File: src/rtl/ifrm_pkg.sv
package ifrm_pkg;
  // bus cycle kinds
  localparam logic [2:0] K_MRD   = 3'd0;
  localparam logic [2:0] K_MWR   = 3'd1;
  localparam logic [2:0] K_IRD   = 3'd2;
  localparam logic [2:0] K_IWR   = 3'd3;
  localparam logic [2:0] K_FETCH = 3'd4;
  localparam logic [2:0] K_INTA  = 3'd5;

  // prefix byte values
  localparam logic [7:0] B_CB = 8'hCB;
  localparam logic [7:0] B_ED = 8'hED;
  localparam logic [7:0] B_DD = 8'hDD;
  localparam logic [7:0] B_FD = 8'hFD;

  // error codes
  localparam logic [1:0] E_NOFETCH = 2'd0;
  localparam logic [1:0] E_NODISP  = 2'd1;
  localparam logic [1:0] E_NOOPC   = 2'd2;
  localparam logic [1:0] E_UNKNOWN = 2'd3;

  typedef enum logic [3:0] {
    S_IDLE, S_PFX, S_CBDIS, S_CBOP, S_DIS, S_IMM1, S_IMM2, S_OPER, S_BAD
  } seq_st_t;
endpackage

File: src/rtl/ifrm_classify.sv
module ifrm_classify
  import ifrm_pkg::*;
(
  input  logic [2:0] kind,
  input  logic [7:0] data,
  input  logic [7:0] held_pfx,
  output logic       is_fetch,
  output logic       is_memrd,
  output logic       is_rd,
  output logic       is_wr,
  output logic       pfx_any,
  output logic       pfx_chain,
  output logic       long_form
);
  logic held_idx;

  always_comb begin
    is_fetch  = (kind == K_FETCH);
    is_memrd  = (kind == K_MRD);
    is_rd     = (kind == K_MRD) || (kind == K_IRD);
    is_wr     = (kind == K_MWR) || (kind == K_IWR);
    pfx_chain = (data == B_DD) || (data == B_ED) || (data == B_FD);
    pfx_any   = pfx_chain || (data == B_CB);
    held_idx  = (held_pfx == B_DD) || (held_pfx == B_FD);
    long_form = held_idx && (data == B_CB);
  end
endmodule

File: src/rtl/ifrm_emit.sv
module ifrm_emit #(
  parameter int LEN_W = 5
) (
  input  logic             clk,
  input  logic             rst,
  input  logic             put_instr,
  input  logic             put_err,
  input  logic [1:0]       code,
  input  logic [15:0]      r_pfx,
  input  logic [7:0]       r_opc,
  input  logic [7:0]       r_disp,
  input  logic [15:0]      r_imm,
  input  logic [15:0]      r_rop,
  input  logic [15:0]      r_wop,
  input  logic [LEN_W-1:0] r_len,
  output logic             instr_valid,
  output logic [15:0]      instr_prefix,
  output logic [7:0]       instr_opcode,
  output logic [7:0]       instr_disp,
  output logic [15:0]      instr_imm,
  output logic [15:0]      instr_rop,
  output logic [15:0]      instr_wop,
  output logic [LEN_W-1:0] instr_len,
  output logic             err_valid,
  output logic [1:0]       err_code
);
  always_ff @(posedge clk) begin
    if (rst) begin
      instr_valid  <= 1'b0;
      err_valid    <= 1'b0;
      err_code     <= '0;
      instr_prefix <= '0;
      instr_opcode <= '0;
      instr_disp   <= '0;
      instr_imm    <= '0;
      instr_rop    <= '0;
      instr_wop    <= '0;
      instr_len    <= '0;
    end else begin
      instr_valid <= put_instr;
      err_valid   <= put_err;
      if (put_err) err_code <= code;
      if (put_instr) begin
        instr_prefix <= r_pfx;
        instr_opcode <= r_opc;
        instr_disp   <= r_disp;
        instr_imm    <= r_imm;
        instr_rop    <= r_rop;
        instr_wop    <= r_wop;
        instr_len    <= r_len;
      end
    end
  end
endmodule

File: src/rtl/ifrm_seq.sv
module ifrm_seq
  import ifrm_pkg::*;
#(
  parameter int LEN_W = 5,
  parameter int CNT_W = 2
) (
  input  logic             clk,
  input  logic             rst,
  input  logic             cyc_valid,
  input  logic [2:0]       cyc_kind,
  input  logic [7:0]       cyc_data,
  output logic [15:0]      lk_prefix,
  output logic [7:0]       lk_opcode,
  input  logic             lk_hit,
  input  logic             lk_disp,
  input  logic [CNT_W-1:0] lk_imm,
  input  logic [CNT_W-1:0] lk_rd,
  input  logic [CNT_W:0]   lk_wr,
  input  logic             lk_rep,
  output logic             instr_valid,
  output logic [15:0]      instr_prefix,
  output logic [7:0]       instr_opcode,
  output logic [7:0]       instr_disp,
  output logic [15:0]      instr_imm,
  output logic [15:0]      instr_rop,
  output logic [15:0]      instr_wop,
  output logic [LEN_W-1:0] instr_len,
  output logic             err_valid,
  output logic [1:0]       err_code
);
  seq_st_t          st, n_st;
  logic [15:0]      pfx, n_pfx, r_pfx;
  logic [7:0]       opc, n_opc, r_opc, disp, n_disp, r_disp;
  logic [15:0]      imm, n_imm, r_imm, rop, n_rop, r_rop, wop, n_wop, r_wop;
  logic [LEN_W-1:0] len, n_len, r_len;
  logic [1:0]       imm_tot, n_imm_tot, rd_tot, n_rd_tot, rd_left, n_rd_left;
  logic [1:0]       wr_tot, n_wr_tot, wr_left, n_wr_left;
  logic             be, n_be, rep, n_rep;
  logic             put_i, put_e, reeval, take_op, fin;
  logic [1:0]       code;
  logic c_fetch, c_memrd, c_rd, c_wr, c_pfx_any, c_pfx_chain, c_long;

  // descriptor decode
  logic [1:0]     d_imm, d_rd, d_wr;
  logic [CNT_W:0] wr_mag;
  logic           d_be;

  ifrm_classify u_cls (
    .kind(cyc_kind), .data(cyc_data), .held_pfx(pfx[7:0]),
    .is_fetch(c_fetch), .is_memrd(c_memrd), .is_rd(c_rd), .is_wr(c_wr),
    .pfx_any(c_pfx_any), .pfx_chain(c_pfx_chain), .long_form(c_long)
  );

  function automatic logic [LEN_W-1:0] len_inc(input logic [LEN_W-1:0] v);
    return (v == {LEN_W{1'b1}}) ? v : v + 1'b1;
  endfunction

  always_comb begin
    d_be   = lk_wr[CNT_W];
    wr_mag = d_be ? (~lk_wr + 1'b1) : lk_wr;
    d_imm  = (lk_imm > CNT_W'(1)) ? 2'd2 : {1'b0, lk_imm[0]};
    d_rd   = (lk_rd > CNT_W'(1)) ? 2'd2 : {1'b0, lk_rd[0]};
    d_wr   = (wr_mag > (CNT_W+1)'(1)) ? 2'd2 : {1'b0, wr_mag[0]};
  end

  // lookup sees the held prefix only when the current byte is a prefixed opcode
  assign lk_opcode = cyc_data;
  assign lk_prefix = (((st == S_PFX) && c_fetch) || ((st == S_CBOP) && c_memrd)) ? pfx : 16'h0000;

  always_comb begin
    n_st = st; n_pfx = pfx; n_opc = opc; n_disp = disp; n_imm = imm;
    n_rop = rop; n_wop = wop; n_len = len; n_imm_tot = imm_tot;
    n_rd_tot = rd_tot; n_rd_left = rd_left; n_wr_tot = wr_tot; n_wr_left = wr_left;
    n_be = be; n_rep = rep;
    put_i = 1'b0; put_e = 1'b0; code = E_NOFETCH;
    reeval = 1'b0; take_op = 1'b0; fin = 1'b0;
    if (cyc_valid) begin
      case (st)
        S_IDLE: reeval = 1'b1;
        S_PFX: begin
          if (!c_fetch) begin
            put_e = 1'b1; code = E_NOFETCH; reeval = 1'b1;
          end else if (c_long) begin
            n_pfx = {pfx[7:0], cyc_data}; n_len = len_inc(len); n_st = S_CBDIS;
          end else if (c_pfx_chain) begin
            n_pfx = {8'h00, cyc_data}; n_len = len_inc(len);
          end else begin
            take_op = 1'b1;
          end
        end
        S_CBDIS: begin
          if (!c_memrd) begin
            put_e = 1'b1; code = E_NODISP; reeval = 1'b1;
          end else begin
            n_disp = cyc_data; n_len = len_inc(len); n_st = S_CBOP;
          end
        end
        S_CBOP: begin
          if (!c_memrd) begin
            put_e = 1'b1; code = E_NOOPC; reeval = 1'b1;
          end else begin
            take_op = 1'b1;
          end
        end
        S_DIS: begin
          n_disp = cyc_data; n_len = len_inc(len);
          n_st = (imm_tot != 2'd0) ? S_IMM1 : S_OPER;
        end
        S_IMM1: begin
          n_imm = {8'h00, cyc_data}; n_len = len_inc(len);
          n_st = (imm_tot == 2'd2) ? S_IMM2 : S_OPER;
        end
        S_IMM2: begin
          n_imm = {cyc_data, imm[7:0]}; n_len = len_inc(len); n_st = S_OPER;
        end
        S_OPER: begin
          if ((rd_left != 2'd0) && c_rd) begin
            n_rop = (rd_left == rd_tot) ? {8'h00, cyc_data} : {cyc_data, rop[7:0]};
            n_rd_left = rd_left - 2'd1; n_len = len_inc(len);
            fin = (n_rd_left == 2'd0) && (wr_left == 2'd0);
          end else if ((rd_left == 2'd0) && (wr_left != 2'd0) && c_wr) begin
            if (wr_left == wr_tot) n_wop = {8'h00, cyc_data};
            else n_wop = be ? {wop[7:0], cyc_data} : {cyc_data, wop[7:0]};
            n_wr_left = wr_left - 2'd1; n_len = len_inc(len);
            fin = (n_wr_left == 2'd0);
          end else begin
            put_i = 1'b1; reeval = 1'b1;
          end
          if (fin) begin
            if (rep && (rd_tot != 2'd0)) begin
              n_rd_left = rd_tot; n_wr_left = wr_tot;
            end else begin
              put_i = 1'b1; n_st = S_IDLE;
            end
          end
        end
        S_BAD: begin
          put_e = 1'b1; code = E_UNKNOWN; reeval = 1'b1;
        end
        default: n_st = S_IDLE;
      endcase
    end
    // record snapshot before any restart clears the fields
    r_pfx = n_pfx; r_opc = n_opc; r_disp = n_disp; r_imm = n_imm;
    r_rop = n_rop; r_wop = n_wop; r_len = n_len;
    if (reeval) begin
      n_st = S_IDLE; n_pfx = '0; n_opc = '0; n_disp = '0; n_imm = '0;
      n_rop = '0; n_wop = '0; n_len = '0;
      if (c_fetch) begin
        if (c_pfx_any) begin
          n_pfx = {8'h00, cyc_data}; n_len = len_inc('0); n_st = S_PFX;
        end else begin
          take_op = 1'b1;
        end
      end
    end
    if (take_op) begin
      n_opc = cyc_data; n_len = len_inc(n_len);
      if (!lk_hit) begin
        n_st = S_BAD;
      end else begin
        n_imm_tot = d_imm; n_rd_tot = d_rd; n_rd_left = d_rd;
        n_wr_tot = d_wr; n_wr_left = d_wr; n_be = d_be; n_rep = lk_rep;
        if (lk_disp) n_st = S_DIS;
        else if (d_imm != 2'd0) n_st = S_IMM1;
        else n_st = S_OPER;
      end
    end
  end

  always_ff @(posedge clk) begin
    if (rst) begin
      st <= S_IDLE; pfx <= '0; opc <= '0; disp <= '0; imm <= '0;
      rop <= '0; wop <= '0; len <= '0; imm_tot <= '0; rd_tot <= '0;
      rd_left <= '0; wr_tot <= '0; wr_left <= '0; be <= 1'b0; rep <= 1'b0;
    end else begin
      st <= n_st; pfx <= n_pfx; opc <= n_opc; disp <= n_disp; imm <= n_imm;
      rop <= n_rop; wop <= n_wop; len <= n_len; imm_tot <= n_imm_tot;
      rd_tot <= n_rd_tot; rd_left <= n_rd_left; wr_tot <= n_wr_tot;
      wr_left <= n_wr_left; be <= n_be; rep <= n_rep;
    end
  end

  ifrm_emit #(.LEN_W(LEN_W)) u_emit (
    .clk(clk), .rst(rst), .put_instr(put_i), .put_err(put_e), .code(code),
    .r_pfx(r_pfx), .r_opc(r_opc), .r_disp(r_disp), .r_imm(r_imm),
    .r_rop(r_rop), .r_wop(r_wop), .r_len(r_len),
    .instr_valid(instr_valid), .instr_prefix(instr_prefix),
    .instr_opcode(instr_opcode), .instr_disp(instr_disp), .instr_imm(instr_imm),
    .instr_rop(instr_rop), .instr_wop(instr_wop), .instr_len(instr_len),
    .err_valid(err_valid), .err_code(err_code)
  );
endmodule

File: config.mk
export PLATFORM = sky130hd
export DESIGN_NAME = ifrm_seq
export DESIGN_NICKNAME = d
export VERILOG_FILES = /design/src/rtl/ifrm_pkg.sv /design/src/rtl/ifrm_classify.sv /design/src/rtl/ifrm_emit.sv /design/src/rtl/ifrm_seq.sv
export SDC_FILE = /design/constraint.sdc
export NUM_CORES = 1
export LEC_CHECK = 0
export BUFFER_PORTS_ARGS = -buffer_cell sky130_fd_sc_hd__buf_2
export CORE_ASPECT_RATIO = 1.1
export CORE_UTILIZATION = 25
export CTS_CLUSTER_SIZE = 28
export DETAILED_ROUTE_END_ITERATION = 7
export PLACE_DENSITY = 0.42
export SYNTH_ARGS = -nofsm -noshare
export SYNTH_HDL_FRONTEND = slang
export SYNTH_SLANG_ARGS = --single-unit
File: constraint.sdc
create_clock -name clk -period 3.05 [get_ports clk]
set_input_delay 0.1525 -clock clk [delete_from_list [all_inputs] [get_ports clk]]
set_output_delay 0.1525 -clock clk [all_outputs]
set_load 0.1 [all_outputs]
==> results by group <==
Worst setup path
  • FF-to-FF End: len[1]$_SDFF_PP0_
  • Launch point of the worst reg-to-reg path: rd_left[1]$_SDFF_PP0_
  • Crit-path max cell delay: 0.38 ns
  • Crit path max fanout: 6
  • Crit-path slowest cell: dfxtp_1
  • Critical Path AT: 3.20 ns
  • Crit end category: flip-flop
  • CP required: 3.37 ns
  • CP Class: reg2reg
  • CP top delay family: compound AO/OA/AOI/OAI gates
  • Worst path cell trace: inv_1 > ha_1 > nor4bb_4 > buf_4 > nor2_2 > a22oi_2 > buf_4 > a211o_1 > o211ai_1 > ha_2 > inv_1 > nor3_2 > a31oi_4 > mux2_1
  • Setup crit start kind: flip-flop
  • CP Buf/Inv Count: 4
  • Slack of the worst reg-to-reg path: 0.17 ns
  • FF-to-FF path depth: 14

Timing
  • Slew @ Worst Pin: 0.817 ns
  • Skew final: 0.0138 ns
  • RSZ-0062 raised after global routing: no
  • Final slew viol count: 0
  • Crit share post-route: 94.5%
  • Setup violations, final: 0
  • TNS Setup: 0 ns
  • Final hold violations: 0
  • Slew headroom: 45.3%
  • Crit path time final: 2.88 ns
  • Worst Setup Slack, final: 0.167 ns
  • Max Freq: 0.347 GHz

Yosys
  • Top cell type by total area after synthesis: dfxtp_1
  • Register area share after synthesis: 49.0%
  • EDFF count, synth: 0
  • Mux cell area share after synthesis: 5.96%
  • Post-synthesis compound-gate area fraction: 18.6%
  • Largest family of logic cells by synthesized area: simple AND/OR/NAND/NOR gates
  • Mean Syn Cell Area: 8.87 um^2
  • Synth top area share: 49.0%
  • Most frequent cells after synthesis: dfxtp_1 (190), nor2_1 (189), a211oi_1 (77)
  • Top-count cell post-synth: dfxtp_1
  • Cell variety after synth: 65
  • Warnings, synthesis: 0
  • FFs w/ async S/R, synth: 0%
  • Mapped Area: 0.00776 mm^2
  • XOR/XNOR Fraction of Synth Area: 0.677%
  • Synth Instances: 875
  • Simple-Gate Fraction of Synth Area: 19.9%
  • Adder-Cell Fraction of Synth Area: 1.13%
  • Synth top area cells: dfxtp_1 (49%), nor2_1 (9.1%), a211oi_1 (7.4%), mux2i_1 (5.7%), a21oi_1 (3.0%)
  • Syn_nets: 906
  • Main synth FF type: dfxtp_1
  • Seq cells post-synth: 190

Detailed routing
  • Via count: 6728
  • DRT Wirelength: 25700 um
  • DRT iter0 DRCs: 362
  • WL/cell: 17.7 um
  • Antenna Violating Nets Remaining: 0
  • DRC viols: 0
  • Vias per std cell: 4.63
  • DR pass1 iterations: 5

Clock network
  • CTS tree: done
  • H-Tree Depth: 4
  • Clk Latency, worst-skew pair: 0.44 ns
  • CTS Buf Count: 17
  • Num Clock Sinks: 190
  • Root buffer cell: clkbuf_16
  • Buffer depth of the longest clock path: 2
  • Clk pin slew, worst setup/hold paths: 0.08 ns

Hold path
  • Hold path depth: 3
  • Worst hold-check path type: in2reg
  • WHS Endpoint: st[1]$_SDFFE_PP0P_
  • Hold Path Origin: lk_disp

GRT
  • Gr ovfl total: 0
  • First-pass GRT wire length: 39400 um
  • Largest net degree at the start of global routing: 63
  • Vias in the first global route: 6596
  • Gr usage total: 16.4%
  • Antenna violations before repair: 0

Floorplanning
  • Initial cell density of the core: 25.4%
  • Row count: 67
  • Num ports: 137
  • Die X: 170 um
  • Die H: 187 um
  • Die area: 0.0318 mm^2
  • Core area: 0.0305 mm^2

Pwr
  • Static leakage: 3.93 nW
  • Pwr per Cell Area: 528 mW/mm^2
  • VDD IR-drop max: 0.343 mV

Final layout
  • Layout cells sized above 1: 24.7%
  • Synth-to-Final Area Change: 27.1%
  • Post-Layout Inst Area: 0.00987 mm^2
  • Nets: 1055
  • Fillcell total: 3340
  • Final core occ: 32.3%

Flow run
  • Number of max-cap violations: 0

Run status
  • Status: complete, no violations

Placed design
  • Port Buffer Count: 136
  • Post-place setup slack: -0.00715 ns
  • HPWL after detailed placement: 18000 um
  • Cell Area, Placed: 0.00918 mm^2
  • Final RePlAce weighted congestion: 0.851
-- worst register-to-register path: stages, from the launching register on --
cell	delay, ns
dfxtp_1	0.38
inv_1	0.08
ha_1	0.21
nor4bb_4	0.18
buf_4	0.16
nor2_2	0.11
a22oi_2	0.10
buf_4	0.15
a211o_1	0.30
o211ai_1	0.14
ha_2	0.24
inv_1	0.06
nor3_2	0.22
a31oi_4	0.12
mux2_1	0.32
-- flip-flops by register name, summed over array words and instances (netlist names), 5 cells and up --
name,flops
u_emit.instr_opcode,8
imm,16
u_emit.instr_wop,16
u_emit.instr_disp,8
u_emit.instr_rop,16
wop,16
disp,8
pfx,16
u_emit.instr_imm,16
u_emit.instr_prefix,16
u_emit.instr_len,5
len,5
rop,16
opc,8
-- cells in the final DEF (no fill, tap or decap), types with 4 or more instances in the layout --
cell type / synthesis / routed
dfxtp_1: 190 / 189
nor2_1: 189 / 188
buf_2: 3 / 135
a211oi_1: 77 / 77
buf_4: 9 / 60
a21oi_1: 47 / 46
nand2_1: 44 / 44
mux2i_1: 44 / 44
o21ai_0: 20 / 20
and2_1: 18 / 18
clkbuf_16: 0 / 17
nor3_1: 17 / 16
and3_1: 12 / 12
a22oi_1: 13 / 12
inv_1: 11 / 11
a22o_1: 10 / 10
nand3_1: 7 / 7
nor2b_1: 7 / 7
ha_1: 7 / 6
a311oi_1: 5 / 5
dlygate4sd3_1: 0 / 5
nor3_2: 3 / 4
xor2_1: 4 / 4
buf_12: 0 / 4
-- power by group --
part	internal (W)	leakage, nW	switching [W]
registers	0.00250	1.53	0.0000171
clock network	0.00117	0.272	0.00104
logic	0.000154	2.12	0.000328
total	0.00382	3.93	0.00139
-- worst max-delay path by stage --
stage	cells after the start	start	slack [ns]	endpoint
global route	14	st[0]$_SDFFE_PP0P_	0.02	len[1]$_SDFF_PP0_
detailed placement	10	st[1]$_SDFFE_PP0P_	-0.007	len[1]$_SDFF_PP0_
global placement	10	st[1]$_SDFFE_PP0P_	0.05	len[0]$_SDFF_PP0_
CTS	13	rd_left[1]$_SDFF_PP0_	0.03	len[1]$_SDFF_PP0_
finish	14	rd_left[1]$_SDFF_PP0_	0.17	len[1]$_SDFF_PP0_
floorplan	14	wr_left[0]$_SDFF_PP0_	0.07	len[0]$_SDFF_PP0_
-- metal layers --
layer  vias up  wire length (um)  global-route usage [%]
li1       3377                 -                       -
met1      3227             12300                    22.4
met2       115             12200                    26.4
met3         9              1010                    3.28
met4         0               209                    3.74
met5         -                 0                       0
-- cells by family after synthesis --
group | after synthesis
AND/OR/NAND/NOR | 335
AO/OA/AOI/OAI | 206
flip-flops | 190
buffers and inverters | 85
multiplexers | 46
adder cells (fa/ha/maj) | 7
XOR/XNOR | 6
-- repair_timing --
item,4_1_cts,5_1_grt
resized for setup,2,9
hold buffers,5,0
endpoints found under the hold margin,5,0
buffers inserted,0,1
pin swaps,0,3
setup endpoints to repair,2,5
-- cell type report --
| type | count | area [um^2] | area share, % |
|---|---|---|---|
| well taps | 414 | 518 | 5.25 |
| clock inverters | 12 | 128 | 1.29 |
| inverters | 11 | 41.3 | 0.418 |
| diodes | 1 | 2.50 | 0.0254 |
| clock buffers | 20 | 447 | 4.53 |
| repair buffers | 204 | 1260 | 12.7 |
| multi-input cells | 600 | 3670 | 37.2 |
| flip-flops and latches | 190 | 3800 | 38.6 |
-- through the flow --
step | power (W) | hold WS, ns | std cells
after floorplan | 0.00286 | 0.285 | 875
after global placement | 0.00304 | 0.412 | 1413
after detailed placement | 0.00304 | 0.423 | 1413
after CTS | 0.00529 | 0.00139 | 1450
after global routing | 0.00543 | 0.0374 | 1451
final | 0.00521 | 0.0270 | 1452
(Power assumes the default switching activity.)
